`config.mk`:
```
export PLATFORM = sky130hd
export DESIGN_NAME = clock_victim_sel
export DESIGN_NICKNAME = d
export VERILOG_FILES = /design/src/rtl/csel_pkg.sv /design/src/rtl/csel_ref_bits.sv /design/src/rtl/csel_hand.sv /design/src/rtl/csel_scan_ctrl.sv /design/src/rtl/clock_victim_sel.sv
export SDC_FILE = /design/constraint.sdc
export NUM_CORES = 1
export LEC_CHECK = 0
export BUFFER_PORTS_ARGS = -buffer_cell sky130_fd_sc_hd__buf_2
export CAP_MARGIN = 40
export CORE_MARGIN = 1.5
export CORE_UTILIZATION = 35
export DETAILED_ROUTE_END_ITERATION = 8
export GPL_ROUTABILITY_DRIVEN = 0
export PLACE_DENSITY = 0.56
export SYNTH_ARGS = -nofsm -noshare
export SYNTH_HDL_FRONTEND = slang
export SYNTH_SLANG_ARGS = --single-unit
export TNS_END_PERCENT = 100
```
`constraint.sdc`:
```
create_clock -name clk -period 2.2 [get_ports clk]
set_clock_uncertainty 0.2 [all_clocks]
set_input_delay 0 -clock clk [delete_from_list [all_inputs] [get_ports clk]]
set_output_delay 0 -clock clk [all_outputs]
set_load 0.1 [all_outputs]
```
`src/rtl/csel_pkg.sv`:
```
package csel_pkg;
    typedef enum logic {
        SC_IDLE = 1'b0,
        SC_SCAN = 1'b1
    } scan_state_e;
endpackage

```
`src/rtl/csel_ref_bits.sv`:
```
module csel_ref_bits #(
    parameter int N_SLOTS = 8,
    parameter int IDX_W   = (N_SLOTS > 1) ? $clog2(N_SLOTS) : 1
) (
    input  logic               clk,
    input  logic               rst_n,
    input  logic               touch_en,
    input  logic [IDX_W-1:0]   touch_idx,
    input  logic               clr_en,
    input  logic [IDX_W-1:0]   clr_idx,
    input  logic               set_en,
    input  logic [IDX_W-1:0]   set_idx,
    output logic [N_SLOTS-1:0] bits_q
);
    logic [N_SLOTS-1:0] bits_d;
    logic               touch_ok;

    assign touch_ok = touch_en && (int'(touch_idx) < N_SLOTS);

    always_comb begin
        bits_d = bits_q;
        for (int i = 0; i < N_SLOTS; i++) begin
            if ((touch_ok && int'(touch_idx) == i) ||
                (set_en && int'(set_idx) == i)) begin
                bits_d[i] = 1'b1;
            end else if (clr_en && int'(clr_idx) == i) begin
                bits_d[i] = 1'b0;
            end
        end
    end

    always_ff @(posedge clk) begin
        if (!rst_n) bits_q <= '0;
        else        bits_q <= bits_d;
    end


    touch_sets_chk: assert property (@(posedge clk) disable iff (!rst_n)
        touch_ok |=> bits_q[$past(touch_idx)]);


    clear_drops_chk: assert property (@(posedge clk) disable iff (!rst_n)
        (clr_en && !(touch_ok && touch_idx == clr_idx) && !(set_en && set_idx == clr_idx))
        |=> !bits_q[$past(clr_idx)]);


    touch_beats_clear_chk: assert property (@(posedge clk) disable iff (!rst_n)
        (clr_en && touch_ok && touch_idx == clr_idx) |=> bits_q[$past(clr_idx)]);


    victim_set_chk: assert property (@(posedge clk) disable iff (!rst_n)
        set_en |=> bits_q[$past(set_idx)]);
endmodule

```
`src/rtl/csel_hand.sv`:
```
module csel_hand #(
    parameter int N_SLOTS = 8,
    parameter int IDX_W   = (N_SLOTS > 1) ? $clog2(N_SLOTS) : 1
) (
    input  logic             clk,
    input  logic             rst_n,
    input  logic             step,
    output logic [IDX_W-1:0] hand_q
);
    localparam logic [IDX_W-1:0] LAST = IDX_W'(N_SLOTS - 1);

    logic [IDX_W-1:0] hand_d;

    always_comb begin
        hand_d = hand_q;
        if (step) begin
            if (hand_q == LAST) hand_d = '0;
            else                hand_d = hand_q + 1'b1;
        end
    end

    always_ff @(posedge clk) begin
        if (!rst_n) hand_q <= '0;
        else        hand_q <= hand_d;
    end


    hand_range_chk: assert property (@(posedge clk) disable iff (!rst_n)
        int'(hand_q) < N_SLOTS);


    hand_wrap_chk: assert property (@(posedge clk) disable iff (!rst_n)
        (step && hand_q == LAST) |=> (hand_q == '0));


    hand_step_chk: assert property (@(posedge clk) disable iff (!rst_n)
        (step && hand_q != LAST) |=> (int'(hand_q) == int'($past(hand_q)) + 1));


    hand_hold_chk: assert property (@(posedge clk) disable iff (!rst_n)
        !step |=> $stable(hand_q));
endmodule

```
`src/rtl/csel_scan_ctrl.sv`:
```
module csel_scan_ctrl
    import csel_pkg::*;
#(
    parameter int N_SLOTS = 8,
    parameter int IDX_W   = (N_SLOTS > 1) ? $clog2(N_SLOTS) : 1
) (
    input  logic             clk,
    input  logic             rst_n,
    input  logic             req,
    input  logic             cur_bit,
    input  logic [IDX_W-1:0] hand,
    output logic             clr_en,
    output logic             set_en,
    output logic             step,
    output logic             busy,
    output logic             done,
    output logic [IDX_W-1:0] victim_idx
);
    typedef struct packed {
        scan_state_e      st;
        logic             done;
        logic [IDX_W-1:0] victim;
    } ctl_t;

    ctl_t ctl_d, ctl_q;

    always_comb begin
        ctl_d      = ctl_q;
        ctl_d.done = 1'b0;
        clr_en     = 1'b0;
        set_en     = 1'b0;
        step       = 1'b0;
        unique case (ctl_q.st)
            SC_IDLE: begin
                if (req) ctl_d.st = SC_SCAN;
            end
            SC_SCAN: begin
                step = 1'b1;
                if (cur_bit) begin
                    clr_en = 1'b1;
                end else begin
                    set_en       = 1'b1;
                    ctl_d.done   = 1'b1;
                    ctl_d.victim = hand;
                    ctl_d.st     = SC_IDLE;
                end
            end
            default: ctl_d.st = SC_IDLE;
        endcase
    end

    always_ff @(posedge clk) begin
        if (!rst_n) begin
            ctl_q.st     <= SC_IDLE;
            ctl_q.done   <= 1'b0;
            ctl_q.victim <= '0;
        end else begin
            ctl_q <= ctl_d;
        end
    end

    assign busy       = (ctl_q.st == SC_SCAN);
    assign done       = ctl_q.done;
    assign victim_idx = ctl_q.victim;


    done_single_chk: assert property (@(posedge clk) disable iff (!rst_n)
        done |=> !done);


    done_after_scan_chk: assert property (@(posedge clk) disable iff (!rst_n)
        $rose(done) |-> $past(busy));


    victim_hold_chk: assert property (@(posedge clk) disable iff (!rst_n)
        !done |-> $stable(victim_idx));


    start_chk: assert property (@(posedge clk) disable iff (!rst_n)
        (!busy && req) |=> busy);


    scan_continues_chk: assert property (@(posedge clk) disable iff (!rst_n)
        (busy && cur_bit) |=> (busy && !done));
endmodule

```
`src/rtl/clock_victim_sel.sv`:
```
module clock_victim_sel #(
    parameter int N_SLOTS = 8,
    parameter int IDX_W   = (N_SLOTS > 1) ? $clog2(N_SLOTS) : 1
) (
    input  logic             clk,
    input  logic             rst_n,
    input  logic             touch_en,
    input  logic [IDX_W-1:0] touch_idx,
    input  logic             req,
    output logic             busy,
    output logic             done,
    output logic [IDX_W-1:0] victim_idx
);
    logic [N_SLOTS-1:0] ref_q;
    logic [IDX_W-1:0]   hand_q;
    logic               clr_en;
    logic               set_en;
    logic               step;
    logic               cur_bit;

    assign cur_bit = ref_q[hand_q];

    csel_ref_bits #(.N_SLOTS(N_SLOTS), .IDX_W(IDX_W)) u_bits (
        .clk       (clk),
        .rst_n     (rst_n),
        .touch_en  (touch_en),
        .touch_idx (touch_idx),
        .clr_en    (clr_en),
        .clr_idx   (hand_q),
        .set_en    (set_en),
        .set_idx   (hand_q),
        .bits_q    (ref_q)
    );

    csel_hand #(.N_SLOTS(N_SLOTS), .IDX_W(IDX_W)) u_hand (
        .clk    (clk),
        .rst_n  (rst_n),
        .step   (step),
        .hand_q (hand_q)
    );

    csel_scan_ctrl #(.N_SLOTS(N_SLOTS), .IDX_W(IDX_W)) u_ctrl (
        .clk        (clk),
        .rst_n      (rst_n),
        .req        (req),
        .cur_bit    (cur_bit),
        .hand       (hand_q),
        .clr_en     (clr_en),
        .set_en     (set_en),
        .step       (step),
        .busy       (busy),
        .done       (done),
        .victim_idx (victim_idx)
    );


    reset_idle_chk: assert property (@(posedge clk)
        !rst_n |=> (!busy && !done && victim_idx == '0));
endmodule

```
==> out/summary.json <==
{
  "status": {"value": "finished clean"},
  "clockBufferDepth": {"value": 2},
  "coreArea": {"value": 2455, "unit": "um2"},
  "netlist_top_cells_area": {"value": "sky130_fd_sc_hd__dfxtp_1 35%, sky130_fd_sc_hd__mux2i_1 10%, sky130_fd_sc_hd__ha_1 8.3%"},
  "timing.max_slew.rel_slack": {"value": 67.97, "unit": "%"},
  "post_synth_xor_area_fraction": {"value": 0, "unit": "%"},
  "layout.cells.non_filler": {"value": 144},
  "antenna_cells": {"value": 0},
  "final.setup.tns": {"value": 0, "unit": "ns"},
  "worst_hold_path_type": {"value": "reg2reg"},
  "grt_start_max_net_pins": {"value": 20},
  "yosysTopAreaCellShare": {"value": 35.46, "unit": "%"},
  "finalWirelength": {"value": 1898, "unit": "um"},
  "transition_time_at_the_pin_with_the_least_slew_margin": {"value": 0.4837, "unit": "ns"},
  "die_w": {"value": 53.81, "unit": "um"},
  "viasPerCell": {"value": 5.326},
  "synth_top_area_cell": {"value": "sky130_fd_sc_hd__dfxtp_1"},
  "crit_fanout": {"value": 10},
  "synth-async-reset-ratio": {"value": 0, "unit": "%"},
  "drt_iter0_drc": {"value": 32},
  "drv.max_cap_violation_count": {"value": 0},
  "final_hold_viol_count": {"value": 0},
  "worst-endpoint-arrival": {"value": 1.89, "unit": "ns"},
  "total_power": {"value": 646.1, "unit": "uW"},
  "netlist-cell-type-count": {"value": 26},
  "synth.cell_area": {"value": 903.4, "unit": "um2"},
  "synth_adder_area_share": {"value": 8.310, "unit": "%"},
  "synth_top_cells_by_count": {"value": "16 x sky130_fd_sc_hd__dfxtp_1, 10 x sky130_fd_sc_hd__nand2_1, 9 x sky130_fd_sc_hd__mux2i_1"},
  "min_tclk_post_route": {"value": 1.908, "unit": "ns"},
  "setup.worst_path.class": {"value": "reg2reg"},
  "syn_inst": {"value": 97},
  "drive_above_1_share": {"value": 16.67, "unit": "%"},
  "htree_num_levels": {"value": 1},
  "nNetsFinal": {"value": 128},
  "tritoncts_num_sinks": {"value": 16},
  "grt_pass1_wl": {"value": 3160, "unit": "um"},
  "synth_enable_flop_cells": {"value": 0},
  "synthesis.yosys.warnings": {"value": 0},
  "place.detailed.hpwl": {"value": 1343, "unit": "um"},
  "unrepaired_setup_endpoints_after_global_routing": {"value": "false"},
  "pin_count": {"value": 12},
  "clk_pin_slew": {"value": 0.10, "unit": "ns"},
  "cts_root_buffer": {"value": "sky130_fd_sc_hd__clkbuf_4"},
  "maxSlewViolCount": {"value": 0},
  "first_global_vias": {"value": 672},
  "power-per-cell-area": {"value": 598.3, "unit": "nW/um2"},
  "drtPass1Iterations": {"value": 4},
  "synth.most_common_cell": {"value": "sky130_fd_sc_hd__dfxtp_1"},
  "setup_viol": {"value": 0},
  "post_synth_and_or_nand_nor_area_fraction": {"value": 22.02, "unit": "%"},
  "die_area": {"value": 2895, "unit": "um2"},
  "route.vias.total": {"value": 767},
  "fp.dieH": {"value": 53.81, "unit": "um"},
  "global_route.usage.total": {"value": 15.32, "unit": "%"},
  "cts-buffers-inserted": {"value": 3},
  "mappedNetlistNets": {"value": 110},
  "dp.cells": {"value": 133},
  "vdd_ir_drop_max": {"value": 0.0003049, "unit": "V"},
  "p_leak": {"value": 0.4361, "unit": "nW"},
  "grt_overflow_total": {"value": 0},
  "grt_antenna_before_repair": {"value": 0},
  "area_delta_synth_final": {"value": 19.53, "unit": "%"},
  "syn_area_cell": {"value": 9.313, "unit": "um2"},
  "start_util": {"value": 36.80, "unit": "%"},
  "antenna_violating_nets_post_route": {"value": 0},
  "ys_ff_latch": {"value": 16},
  "number_of_post_cts_setup_repair_buffers": {"value": 0},
  "route.detailed.drc": {"value": 0},
  "synthMuxAreaShare": {"value": 14.96, "unit": "%"},
  "num-fill-cells": {"value": 238},
  "part_of_the_cycle_the_worst_path_needs": {"value": 86.71, "unit": "%"},
  "fmaxAchievable": {"value": 524.2, "unit": "MHz"},
  "tritoncts": {"value": "built"},
  "insertion_delay": {"value": 0.28, "unit": "ns"},
  "detail_route.wl_per_cell": {"value": 13.18, "unit": "um"},
  "synthesized_area_fraction_occupied_by_ao_oa_aoi_and_oai_cells": {"value": 13.85, "unit": "%"},
  "post_synthesis_sequential_area_ratio": {"value": 35.46, "unit": "%"},
  "largest_family_of_logic_cells_by_synthesized_area": {"value": "simple AND/OR/NAND/NOR gates"},
  "worst_ep_required_time": {"value": 2.18, "unit": "ns"},
  "type_of_element_launching_the_critical_path": {"value": "flip-flop"},
  "port-buffer-count": {"value": 11},
  "number_of_rows_in_the_core_area": {"value": 18},
  "synth-main-ff-cell": {"value": "sky130_fd_sc_hd__dfxtp_1"},
  "timing.critical_path.to_type": {"value": "flip-flop"}
}
[what timing repair did]
item / CTS / global route
endpoints found under the setup margin: 0 / 0
resized for setup: 0 / 0
endpoints found under the hold margin: 16 / 0
hold buffers: 7 / 0
[worst paths after layout]
path	startpoint	end	slack (ns)	depth (start not counted)
worst max-delay path	u_hand.hand_q[0]	u_ctrl.victim_idx[0]	0.29	4
worst max register to register	u_hand.hand_q[0]	u_ctrl.victim_idx[0]	0.29	4
worst min-delay path	u_ctrl.victim_idx[2]	u_ctrl.victim_idx[2]	0.26	2
worst min register to register	u_ctrl.victim_idx[2]	u_ctrl.victim_idx[2]	0.26	2
[logic make-up (layout without fill, tap and decap cells)]
logic type,count (synthesis),in the layout
AOI/OAI and AO/OA,16,16
and+or+nand+nor,37,37
adders and majority gates,6,6
buffers and inverters,11,28
DFF,16,16
muxes,11,11
[flip-flops by register name (all words and copies together) (netlist names)]
signal / count
u_ctrl.done: 1
u_bits.bits_q: 8
u_ctrl.busy: 1
u_hand.hand_q: 3
u_ctrl.victim_idx: 3
[report_power, final]
group	total (mW)	internal (mW)	switching, mW
clock	0.192	0.101	0.0915
combinational	0.127	0.0556	0.0714
sequential	0.327	0.304	0.0225
[critical path, stage by stage (launching register included)]
cell and delay [ns]:
sky130_fd_sc_hd__dfxtp_1 0.60, sky130_fd_sc_hd__mux2i_1 0.17, sky130_fd_sc_hd__mux4_2 0.53, sky130_fd_sc_hd__and2_4 0.20, sky130_fd_sc_hd__mux2i_1 0.11
[per-layer routing]
layer / global-route usage [%] / up-vias / wire length [um]
met1: 20.58 / 343 / 881
met3: 5.000 / 9 / 113
li1: - / 382 / -
met5: 0 / - / 0
met2: 23.17 / 33 / 853
met4: 4.701 / 0 / 50
[layout by cell type (no fill, tap or decap)]
cell type | Yosys | final
sky130_fd_sc_hd__nand4_1 | 1 | 1
sky130_fd_sc_hd__and2_4 | 1 | 1
sky130_fd_sc_hd__buf_4 | 0 | 1
sky130_fd_sc_hd__dfxtp_1 | 16 | 16
sky130_fd_sc_hd__mux4_2 | 2 | 2
sky130_fd_sc_hd__inv_1 | 5 | 5
sky130_fd_sc_hd__nor2b_1 | 7 | 7
sky130_fd_sc_hd__nor2_1 | 4 | 4
sky130_fd_sc_hd__and2_1 | 5 | 5
sky130_fd_sc_hd__nand2_1 | 10 | 10
sky130_fd_sc_hd__a32oi_1 | 4 | 4
sky130_fd_sc_hd__and3_1 | 1 | 1
sky130_fd_sc_hd__a21boi_0 | 2 | 2
sky130_fd_sc_hd__nor3b_1 | 1 | 1
sky130_fd_sc_hd__dlygate4sd3_1 | 0 | 7
sky130_fd_sc_hd__o21ai_1 | 1 | 1
sky130_fd_sc_hd__clkbuf_8 | 0 | 1
sky130_fd_sc_hd__o21ai_0 | 3 | 3
sky130_fd_sc_hd__a22oi_1 | 1 | 1
sky130_fd_sc_hd__a222oi_1 | 3 | 3
sky130_fd_sc_hd__o21a_1 | 1 | 1
sky130_fd_sc_hd__buf_2 | 0 | 11
sky130_fd_sc_hd__clkbuf_4 | 0 | 3
sky130_fd_sc_hd__ha_1 | 6 | 6
sky130_fd_sc_hd__nand3_1 | 4 | 4
sky130_fd_sc_hd__mux2i_1 | 9 | 9
sky130_fd_sc_hd__nand3b_1 | 3 | 3
sky130_fd_sc_hd__o211a_1 | 1 | 1
[through the flow]
step / hold WS [ns] / area [um2] / worst slack (ns) / utilization (%)
floorplan: -0.04151 / 903.4 / 0.006579 / -
detailed placement: 0.1688 / 973.4 / 0.2920 / 39.65
finish: 0.2560 / 1080 / 0.2924 / 43.99
global placement: 0.1540 / 973.4 / 0.3705 / 39.65
CTS: 0.2556 / 1080 / 0.2961 / 43.99
global route: 0.2894 / 1080 / 0.1830 / 43.99
[area by class of cell]
cell class                      instances  area (um2)  area share [%]
Clock buffer                            4       36.28           3.360
Tap cell                               30       37.54           3.476
Timing Repair Buffer                   19       132.6           12.28
Multi-Input combinational cell         70       534.3           49.48
Sequential cell                        16       320.3           29.66
Inverter                                5       18.77           1.738
No activity file was read; power rests on OpenSTA's default activity.
